File: src/rtl/pmw_pkg.sv
package pmw_pkg;
    localparam int REG_W   = 8;
    localparam int ADDR_W  = 3;
    localparam int N_REQ   = 8;
    localparam int N_LOW   = N_REQ - 1;
    localparam int N_WAKE  = 5;
    localparam int N_PINS  = 4;
    localparam int SYNC_ST = 2;

    localparam logic [ADDR_W-1:0] OFS_EN_A  = 3'd0;
    localparam logic [ADDR_W-1:0] OFS_EN_B  = 3'd1;
    localparam logic [ADDR_W-1:0] OFS_ST_A  = 3'd2;
    localparam logic [ADDR_W-1:0] OFS_ST_B  = 3'd3;
    localparam logic [ADDR_W-1:0] OFS_WEN   = 3'd4;
    localparam logic [ADDR_W-1:0] OFS_WST   = 3'd5;

    localparam int ENB_IR    = 0;
    localparam int ENB_KBC   = 1;
    localparam int ENB_ROUTE = 6;
    localparam int ENB_PIN   = 7;

    typedef struct packed {
        logic [N_LOW-1:0] en_a;
        logic [REG_W-1:0] en_b;
        logic [N_LOW-1:0] st_a;
        logic [1:0]       st_b;
    } irq_state_t;

    typedef struct packed {
        logic [N_WAKE-1:0] wen;
        logic              glob;
        logic [N_WAKE-1:0] wst;
    } wake_state_t;
endpackage

File: src/rtl/pmw_sync_edge.sv
module pmw_sync_edge #(
    parameter int STAGES = 2
) (
    input  logic clk,
    input  logic rst_n,
    input  logic din,
    output logic fall
);
    logic [STAGES-1:0] sh_d, sh_q;
    logic              prev_d, prev_q;

    always_comb begin
        sh_d   = {sh_q[STAGES-2:0], din};
        prev_d = sh_q[STAGES-1];
    end

    always_ff @(posedge clk or negedge rst_n) begin
        if (!rst_n) begin
            sh_q   <= '1;
            prev_q <= 1'b1;
        end else begin
            sh_q   <= sh_d;
            prev_q <= prev_d;
        end
    end

    assign fall = prev_q & ~sh_q[STAGES-1];


    single_pulse_chk: assert property (@(posedge clk) disable iff (!rst_n)
        fall |=> !fall);
endmodule

File: src/rtl/pmw_irq_regs.sv
module pmw_irq_regs
    import pmw_pkg::*;
(
    input  logic             clk,
    input  logic             rst_n,
    input  logic [N_REQ-1:0] irq_req,
    input  logic             kbc_req,
    input  logic             wr_en_a,
    input  logic             wr_en_b,
    input  logic             wr_st_a,
    input  logic             wr_st_b,
    input  logic [REG_W-1:0] wdata,
    output logic [REG_W-1:0] en_a_rd,
    output logic [REG_W-1:0] en_b_rd,
    output logic [REG_W-1:0] st_a_rd,
    output logic [REG_W-1:0] st_b_rd,
    output logic             smi_n,
    output logic             alt_smi_n
);
    irq_state_t s_d, s_q;
    logic       grp;

    always_comb begin
        s_d = s_q;
        if (wr_en_a) s_d.en_a = wdata[N_LOW-1:0];
        if (wr_en_b) s_d.en_b = wdata;
        if (wr_st_a) s_d.st_a = s_q.st_a & ~wdata[N_LOW-1:0];
        if (wr_st_b) s_d.st_b = s_q.st_b & ~wdata[1:0];
        s_d.st_a = s_d.st_a | irq_req[N_LOW-1:0];
        s_d.st_b = s_d.st_b | {kbc_req, irq_req[N_REQ-1]};
    end

    always_ff @(posedge clk or negedge rst_n) begin
        if (!rst_n) s_q <= '0;
        else        s_q <= s_d;
    end

    always_comb begin
        grp = (|(s_q.en_a & irq_req[N_LOW-1:0]))
            | (s_q.en_b[ENB_IR]  & irq_req[N_REQ-1])
            | (s_q.en_b[ENB_KBC] & kbc_req);
        smi_n     = ~(grp & s_q.en_b[ENB_PIN]);
        alt_smi_n = ~(grp & s_q.en_b[ENB_ROUTE]);
        en_a_rd   = {1'b0, s_q.en_a};
        en_b_rd   = s_q.en_b;
        st_a_rd   = {1'b0, s_q.st_a};
        st_b_rd   = {6'd0, s_q.st_b};
    end


    req_latches_chk: assert property (@(posedge clk) disable iff (!rst_n)
        (irq_req != '0 || kbc_req) |=>
        ((s_q.st_a & $past(irq_req[N_LOW-1:0])) == $past(irq_req[N_LOW-1:0])) &&
        ((s_q.st_b & $past({kbc_req, irq_req[N_REQ-1]})) == $past({kbc_req, irq_req[N_REQ-1]})));


    w1c_exact_chk: assert property (@(posedge clk) disable iff (!rst_n)
        (wr_st_a && irq_req[N_LOW-1:0] == '0) |=>
        s_q.st_a == ($past(s_q.st_a) & ~$past(wdata[N_LOW-1:0])));


    idle_outputs_chk: assert property (@(posedge clk) disable iff (!rst_n)
        (irq_req == '0 && !kbc_req) |-> (smi_n && alt_smi_n));
endmodule

File: src/rtl/pmw_wake_regs.sv
module pmw_wake_regs
    import pmw_pkg::*;
(
    input  logic              clk,
    input  logic              rst_n,
    input  logic [N_WAKE-1:0] evt,
    input  logic              wr_wen,
    input  logic              wr_wst,
    input  logic [N_WAKE-1:0] wbits,
    input  logic              wglob,
    output logic [REG_W-1:0]  wen_rd,
    output logic [REG_W-1:0]  wst_rd,
    output logic              pme_n
);
    wake_state_t s_d, s_q;

    always_comb begin
        s_d = s_q;
        if (wr_wen) begin
            s_d.wen  = wbits;
            s_d.glob = wglob;
        end
        if (wr_wst) s_d.wst = s_q.wst & ~wbits;
        s_d.wst = s_d.wst | evt;
    end

    always_ff @(posedge clk or negedge rst_n) begin
        if (!rst_n) s_q <= '0;
        else        s_q <= s_d;
    end

    always_comb begin
        pme_n  = ~(s_q.glob & (|(s_q.wst & s_q.wen)));
        wen_rd = {s_q.glob, 2'b00, s_q.wen};
        wst_rd = {3'b000, s_q.wst};
    end


    global_gate_chk: assert property (@(posedge clk) disable iff (!rst_n)
        !s_q.glob |-> pme_n);


    sticky_wake_chk: assert property (@(posedge clk) disable iff (!rst_n)
        !wr_wst |=> ($past(s_q.wst) & ~s_q.wst) == '0);
endmodule

File: src/rtl/pm_irq_wake_agg.sv
module pm_irq_wake_agg
    import pmw_pkg::*;
(
    input  logic              clk,
    input  logic              rst_n,
    input  logic [ADDR_W-1:0] addr,
    input  logic [REG_W-1:0]  wdata,
    input  logic              wr_en,
    output logic [REG_W-1:0]  rdata,
    input  logic [N_REQ-1:0]  irq_req,
    input  logic              kbc_req,
    input  logic              ri1_n,
    input  logic              ri2_n,
    input  logic              kbd_clk,
    input  logic              mse_clk,
    input  logic              frame_ok,
    output logic              smi_n,
    output logic              alt_smi_n,
    output logic              pme_n
);
    logic [N_PINS-1:0] pin_raw, pin_fall;
    logic [N_WAKE-1:0] evt;
    logic [REG_W-1:0]  en_a_rd, en_b_rd, st_a_rd, st_b_rd, wen_rd, wst_rd;

    assign pin_raw = {mse_clk, kbd_clk, ri2_n, ri1_n};

    for (genvar g = 0; g < N_PINS; g++) begin : g_sync
        pmw_sync_edge #(.STAGES(SYNC_ST)) u_sync (
            .clk  (clk),
            .rst_n(rst_n),
            .din  (pin_raw[g]),
            .fall (pin_fall[g])
        );
    end

    assign evt = {pin_fall[3], pin_fall[2], frame_ok, pin_fall[1], pin_fall[0]};

    pmw_irq_regs u_irq (
        .clk      (clk),
        .rst_n    (rst_n),
        .irq_req  (irq_req),
        .kbc_req  (kbc_req),
        .wr_en_a  (wr_en && addr == OFS_EN_A),
        .wr_en_b  (wr_en && addr == OFS_EN_B),
        .wr_st_a  (wr_en && addr == OFS_ST_A),
        .wr_st_b  (wr_en && addr == OFS_ST_B),
        .wdata    (wdata),
        .en_a_rd  (en_a_rd),
        .en_b_rd  (en_b_rd),
        .st_a_rd  (st_a_rd),
        .st_b_rd  (st_b_rd),
        .smi_n    (smi_n),
        .alt_smi_n(alt_smi_n)
    );

    pmw_wake_regs u_wake (
        .clk   (clk),
        .rst_n (rst_n),
        .evt   (evt),
        .wr_wen(wr_en && addr == OFS_WEN),
        .wr_wst(wr_en && addr == OFS_WST),
        .wbits (wdata[N_WAKE-1:0]),
        .wglob (wdata[REG_W-1]),
        .wen_rd(wen_rd),
        .wst_rd(wst_rd),
        .pme_n (pme_n)
    );

    always_comb begin
        unique case (addr)
            OFS_EN_A: rdata = en_a_rd;
            OFS_EN_B: rdata = en_b_rd;
            OFS_ST_A: rdata = st_a_rd;
            OFS_ST_B: rdata = st_b_rd;
            OFS_WEN:  rdata = wen_rd;
            OFS_WST:  rdata = wst_rd;
            default:  rdata = '0;
        endcase
    end
endmodule

File: config.mk
export PLATFORM = sky130hd
export DESIGN_NAME = pm_irq_wake_agg
export DESIGN_NICKNAME = d
export VERILOG_FILES = /design/src/rtl/pmw_pkg.sv /design/src/rtl/pmw_sync_edge.sv /design/src/rtl/pmw_irq_regs.sv /design/src/rtl/pmw_wake_regs.sv /design/src/rtl/pm_irq_wake_agg.sv
export SDC_FILE = /design/constraint.sdc
export NUM_CORES = 1
export LEC_CHECK = 0
export ABC_AREA = 0
export BUFFER_PORTS_ARGS = -buffer_cell sky130_fd_sc_hd__buf_4
export CAP_MARGIN = 30
export CORE_UTILIZATION = 30
export CTS_CLUSTER_SIZE = 10
export DETAILED_ROUTE_END_ITERATION = 6
export GPL_TIMING_DRIVEN = 1
export PLACE_DENSITY_LB_ADDON = 0.12
export SYNTH_ARGS = -nofsm -noshare
export SYNTH_HDL_FRONTEND = slang
export SYNTH_SLANG_ARGS = --single-unit
File: constraint.sdc
create_clock -name clk -period 2.4 [get_ports clk]
set_input_delay 0.24 -clock clk [delete_from_list [all_inputs] [get_ports clk]]
set_output_delay 0.24 -clock clk [all_outputs]
set_load 0.05 [all_outputs]
==> impl_metrics.py, run 1 <==
metrics = {
    "status": {
        "status": "finished, final reports clean",
    },
    "pwr": {
        "switching_share_pct": 28.3,
        "switchingPower_uw": 581,
        "powerDensity_nw_per_um2": 781,
        "seqPwrFrac_pct": 47.1,
        "p_int_mw": 1.47,
        "p_leak_nw": 1.10,
        "pwr-share-comb_pct": 21.5,
        "peakVddDrop_mv": 0.296,
        "pwr-share-clk_pct": 31.4,
    },
    "placed_design": {
        "dp_hpwl_um": 3390,
        "place_congestion": 0.743,
        "placed_cells": 289,
        "dp_slack_ps": 641,
        "numPortBuffers": 38,
    },
    "routing": {
        "firstDrtPassIters": 4,
        "met1_length_um": 2210,
        "via_per_inst": 4.74,
        "drtIter0Drc": 72,
        "dr_wl_met2_um": 2250,
        "routed-wl-met3_um": 206,
        "totalWireLength_um": 4720,
        "drc": 0,
        "vias": 1412,
        "wl_per_cell_um": 15.8,
        "highest_layer": "met4",
        "postRouteAntennaNets": 0,
    },
    "cells_and_area": {
        "final_nets": 229,
        "drive_above_1_share_pct": 44.6,
        "postLayoutCoreUtil_pct": 38.5,
        "final.fill_count": 690,
        "stdcell_count": 298,
        "syn2layout_area_growth_pct": 23.2,
        "n_antenna_cell": 0,
    },
    "sta": {
        "final-setup-viol-count": 0,
        "fin_ws_ps": 491,
        "slew_viol_final": 0,
        "setup_tns_ps": 0,
        "max-slew-margin-rel_pct": 51.8,
        "worstMarginPinSlew_ps": 714,
        "fin_crit_sh_pct": 79.6,
        "clock-skew-final_ps": 0.488,
        "min_period_ps": 1910,
        "worst_hold_slack_ps": 39.3,
        "hold_violations": 0,
        "fmax_ghz": 0.524,
        "rsz0062_at_grt": "false",
    },
    "floorplanning": {
        "ioPinCount": 39,
        "coreArea_um2": 6830,
        "start_util_pct": 31.2,
        "die_w_um": 86.3,
        "rows": 30,
        "fp.dieH_um": 86.3,
        "fp.dieArea_um2": 7450,
    },
    "clock_tree": {
        "cts_tree": "done",
        "htreeDepth": 2,
        "cts.sinks": 47,
        "cts_max_path_buffers": 2,
        "insertion_delay_ps": 300,
        "cts_buffers": 5,
        "post_cts_buffers": 0,
        "post_cts_resized": 0,
        "cts_root_buf": "clkbuf_8",
        "path_clk_slew_ps": 90,
    },
    "synthesis": {
        "syn_area_per_cell_um2": 13.2,
        "ys_ff_latch": 47,
        "synth_edf_count": 0,
        "synth_most_common_cell": "dfrtp_1",
        "async_flop_share_pct": 100,
        "synth_area_um2": 2130,
        "netlist.area_leader.share_pct": 41.1,
        "yosysSeqAreaShare_pct": 55.9,
        "ys_types": 33,
        "synth_top_area_cell": "dfrtp_1",
        "synth_common_cells": "35 x dfrtp_1, 23 x mux2_2, 17 x nand2_1, 12 x dfstp_2, 10 x a21o_1",
        "yosysWarnings": 0,
        "synthCells": 161,
        "synth_nets": 189,
        "synth_ff_type": "dfrtp_1",
        "synthTopCellsByArea": "dfrtp_1 41%, dfstp_2 15%, mux2_2 12%",
    },
    "setup_path": {
        "worst_ep_required_time_ps": 2160,
        "cp-start-kind": "register",
        "critPathCaptureType": "output port",
        "crit_start": "u_wake.wst_rd[0]$_DFF_PN0_",
        "cp_max_fo": 3,
        "rr_startpoint": "g_sync[2].u_sync.sh_q[1]$_DFF_PN1_",
        "worst-setup-path-type": "register to output port",
        "arrival_ps": 1670,
    },
    "min_path": {
        "hold_class": "input port to register",
        "min_from": "mse_clk",
    },
    "global_route": {
        "grt_max_degree": 48,
        "grt_pass1_vias": 1537,
        "grt_pass1_wl_um": 7940,
        "grt-ovfl-total": 0,
        "grt_usage_pct": 14.1,
        "grt_antenna_before_repair": 0,
    },
    "run": {
        "cap_violations": 0,
    },
}
-- stage by stage --
step	total power, mW	area [um^2]
5_1_grt	2.16	2630
2_1_floorplan	1.27	2130
4_1_cts	2.08	2630
3_5_place_dp	1.43	2490
6_report	2.05	2630
3_3_place_gp	1.42	2490
-- power by group through the flow --
stage / Clock [mW] / Combinational [mW] / Sequential [mW]
2_1_floorplan: 0 / 0.316 / 0.953
3_3_place_gp: 0 / 0.441 / 0.979
3_5_place_dp: 0 / 0.446 / 0.983
4_1_cts: 0.665 / 0.449 / 0.967
5_1_grt: 0.701 / 0.477 / 0.982
6_report: 0.645 / 0.442 / 0.966
-- worst max-delay path, stage by stage, from the launching register on --
cell	delay (ps)
dfrtp_1	430
mux4_2	490
mux2_2	270
buf_4	190
-- routing by layer --
metal,vias to the layer above,global-route usage (%)
met5,-,0
met2,35,23.4
li1,665,-
met1,708,18.5
met3,4,3.24
met4,0,4.09
-- worst paths after layout --
kind / to / slack, ps / cells after the start
worst min register to register: g_sync[1].u_sync.sh_q[1]$_DFF_PN1_ / 360 / 0
worst min-delay path: g_sync[3].u_sync.sh_q[0]$_DFF_PN1_ / 40 / 1
worst max-delay path: rdata[0] / 490 / 3
worst max register to register: u_wake.wst_rd[3]$_DFF_PN0_ / 1500 / 2
max in group asynchronous: u_irq.en_a_rd[5]$_DFFE_PN0P_ / 1510 / 2
min in group asynchronous: u_wake.wst_rd[1]$_DFF_PN0_ / 490 / 2
-- cell families after synthesis --
group                  synth area share, %
and+or+nand+nor                       11.1
DFF                                   55.9
muxes                                 19.5
buffers and inverters                 3.81
AOI/OAI and AO/OA                     9.68
-- final cells by class --
type | instances | area (um^2) | area share [%]
Sequential cell | 47 | 1190 | 45.3
Multi-Input combinational cell | 101 | 860 | 32.7
Timing Repair Buffer | 40 | 303 | 11.5
Tap cell | 96 | 120 | 4.57
Clock buffer | 6 | 93.8 | 3.57
Clock inverter | 2 | 37.5 | 1.43
Inverter | 6 | 22.5 | 0.857
-- state kept, by name (all words and copies together) (netlist names) --
| signal | cells |
|---|---|
| g_sync.u_sync.prev_q | 4 |
| g_sync.u_sync.sh_q | 8 |
| u_irq.st_a_rd | 7 |
| u_wake.wst_rd | 5 |
| u_irq.st_b_rd | 2 |
| u_irq.en_b_rd | 8 |
| u_irq.en_a_rd | 7 |
| u_wake.wen_rd | 6 |
-- repair_timing --
item / 4_1_cts / 5_1_grt
hold buffers: 1 / 0
setup endpoints to repair: 0 / 0
hold endpoints to repair: 35 / 0
-- cells in the final DEF, fill, tap and decap left out, types with 2 or more instances in the layout --
master,instances
buf_4,39
dfrtp_1,35
mux2_2,23
nand2_1,17
dfstp_2,12
a21o_1,10
mux2i_1,6
inv_1,6
a22o_1,5
clkbuf_8,5
nor2_1,4
o21ai_0,4
nand3_1,3
a21oi_1,3
a22oi_1,3
mux4_2,2
nor2b_1,2
nand4_1,2
mux4_1,2
or2_2,2
nand3b_1,2
a222oi_1,2
nor3_4,2
Note: power is estimated with default switching activity, not from simulation.
==> run 2: changes to the inputs <==
clock period = 1.75 ns   (was 2.4 ns; I/O delays follow)
==> run 2 against run 1 <==
Compared with the run above:
- total power is 37% higher
- worst hold slack better by 8.8 ps
- cell area is 3.8% higher
- worst setup slack worse by 530 ps
- routed wire length is 0.72% higher
- the run now ends with negative setup slack left
- sequential share of layout area is 1.7 points lower
- via count is 3.3% higher
==> impl_metrics.py, run 2 (synthesis gave the netlist of run 1 again) <==
metrics = {
    "floorplanning": {
        "fp.dieArea_um2": 7450,
        "coreArea_um2": 6830,
        "ioPinCount": 39,
        "start_util_pct": 31.2,
        "die_w_um": 86.3,
        "rows": 30,
        "fp.dieH_um": 86.3,
    },
    "sta": {
        "min_period_ps": 1790,
        "slew_viol_final": 0,
        "final-setup-viol-count": 2,
        "worst_hold_slack_ps": 48.0,
        "hold_violations": 0,
        "fmax_ghz": 0.558,
        "worstMarginPinSlew_ps": 587,
        "clock-skew-final_ps": 0.785,
        "rsz0062_at_grt": "true",
        "setup_tns_ps": -79.5,
        "max-slew-margin-rel_pct": 60.3,
        "fin_crit_sh_pct": 102,
        "fin_ws_ps": -41.0,
    },
    "setup_path": {
        "worst_path_largest_cell_delay_ps": 470,
        "r2r_cells": 2,
        "worst_path_max_delay_cell": "mux4_2",
        "arrival_ps": 1620,
        "rrSetupSlack_ps": 860,
        "worst_ep_required_time_ps": 1570,
        "rr_startpoint": "g_sync[0].u_sync.sh_q[1]$_DFF_PN1_",
        "cp-start-kind": "register",
        "cp_max_fo": 2,
        "crit_cells": 3,
        "worst-setup-path-type": "register to output port",
        "r2r_end": "u_wake.wst_rd[0]$_DFF_PN0_",
        "path_buf_inv": 1,
        "crit_chain": "mux4_2 -> mux2_2 -> buf_6",
        "critPathCaptureType": "output port",
        "critical-path-top-delay-family": "multiplexers",
    },
    "clock_tree": {
        "cts_root_buf": "clkbuf_8",
        "insertion_delay_ps": 300,
        "cts.sinks": 47,
        "cts_buffers": 5,
        "cts_tree": "done",
        "cts_max_path_buffers": 2,
        "htreeDepth": 2,
        "path_clk_slew_ps": 90,
    },
    "cells_and_area": {
        "final_nets": 239,
        "final_area_um2": 2730,
        "final.fill_count": 693,
        "final_cell_mix": "37 x buf_4, 35 x dfrtp_1, 23 x mux2_2",
        "drive_above_1_share_pct": 47.2,
        "final_common_cell": "buf_4",
        "syn2layout_area_growth_pct": 27.9,
        "n_antenna_cell": 0,
        "postLayoutCoreUtil_pct": 39.9,
    },
    "pwr": {
        "power_mw": 2.82,
        "p_leak_nw": 1.14,
        "peakVddDrop_mv": 0.367,
        "powerDensity_nw_per_um2": 1030,
    },
    "run": {
        "cap_violations": 0,
    },
    "routing": {
        "via_per_inst": 4.74,
        "drtIter0Drc": 115,
        "drc": 0,
        "firstDrtPassIters": 4,
        "postRouteAntennaNets": 0,
        "totalWireLength_um": 4750,
        "vias": 1459,
        "wl_per_cell_um": 15.4,
    },
    "min_path": {
        "worstHoldEndpoint": "u_wake.wst_rd[2]$_DFF_PN0_",
        "holdPathStages": 2,
        "hold_class": "input port to register",
        "min_from": "frame_ok",
    },
    "placed_design": {
        "dp_hpwl_um": 3420,
        "placed_area_um2": 2500,
        "place_congestion": 0.737,
        "numPortBuffers": 38,
    },
    "global_route": {
        "grt_usage_pct": 14.2,
        "grt_antenna_before_repair": 0,
        "grt-ovfl-total": 0,
        "grt_pass1_wl_um": 7990,
        "grt_pass1_vias": 1551,
        "grt_max_degree": 48,
    },
    "status": {
        "status": "finished with violations",
        "violations": "negative setup slack",
    },
}
[run 2: cell count changes in the layout (fill, tap and decap cells not counted), moves of 2 or more]
cell	previous run	this run
buf_6	0	8
buf_4	39	37
dlygate4sd3_1	1	5
o21ai_0	4	0
mux4_1	2	0
o21ai_1	0	3
mux4_2	2	4
[run 2: area by class of cell]
type / instances / area (um^2) / share of cell area, %
clock buffers: 5 / 68.8 / 2.52
repair buffers: 50 / 418 / 15.3
clock inverters: 3 / 47.5 / 1.74
multi-input cells: 101 / 860 / 31.5
well taps: 96 / 120 / 4.40
flip-flops and latches: 47 / 1190 / 43.7
inverters: 6 / 22.5 / 0.826
[run 2: per-stage QoR]
| step | setup WS, ps | cells |
|---|---|---|
| final | -41.0 | 308 |
| after global routing | -171 | 308 |
| after detailed placement | 182 | 290 |
| after CTS | -58.1 | 306 |
| after floorplan | -297 | 161 |
| after global placement | 191 | 290 |
[run 2: worst max path at each step]
stage | startpoint | end
floorplan | u_irq.en_b_rd[0]$_DFFE_PN0P_ | alt_smi_n
global placement | addr[0] | rdata[1]
detailed placement | addr[2] | rdata[0]
CTS | u_wake.wst_rd[0]$_DFF_PN0_ | rdata[0]
global route | u_irq.en_b_rd[0]$_DFFE_PN0P_ | smi_n
finish | u_wake.wst_rd[0]$_DFF_PN0_ | rdata[0]
[run 2: per-layer routing]
metal	vias to the layer above	share of wire (%)	track usage [%]
met5	-	0	0
met2	34	50	24.0
li1	680	-	-
met1	741	44	18.3
met4	0	0.76	3.79
met3	4	4.4	3.33
[run 2: timing repair]
item | CTS | global route
gates resized for setup | 5 | 8
endpoints found under the setup margin | 5 | 8
hold buffers | 5 | 0
setup buffers | 3 | 2
hold endpoints to repair | 39 | 0
pin swaps | 0 | 4
[run 2: power by group]
group          internal, mW  switching (mW)
Clock                 0.433           0.389
Combinational         0.324           0.348
Sequential             1.23          0.0932
Total                  1.99           0.830
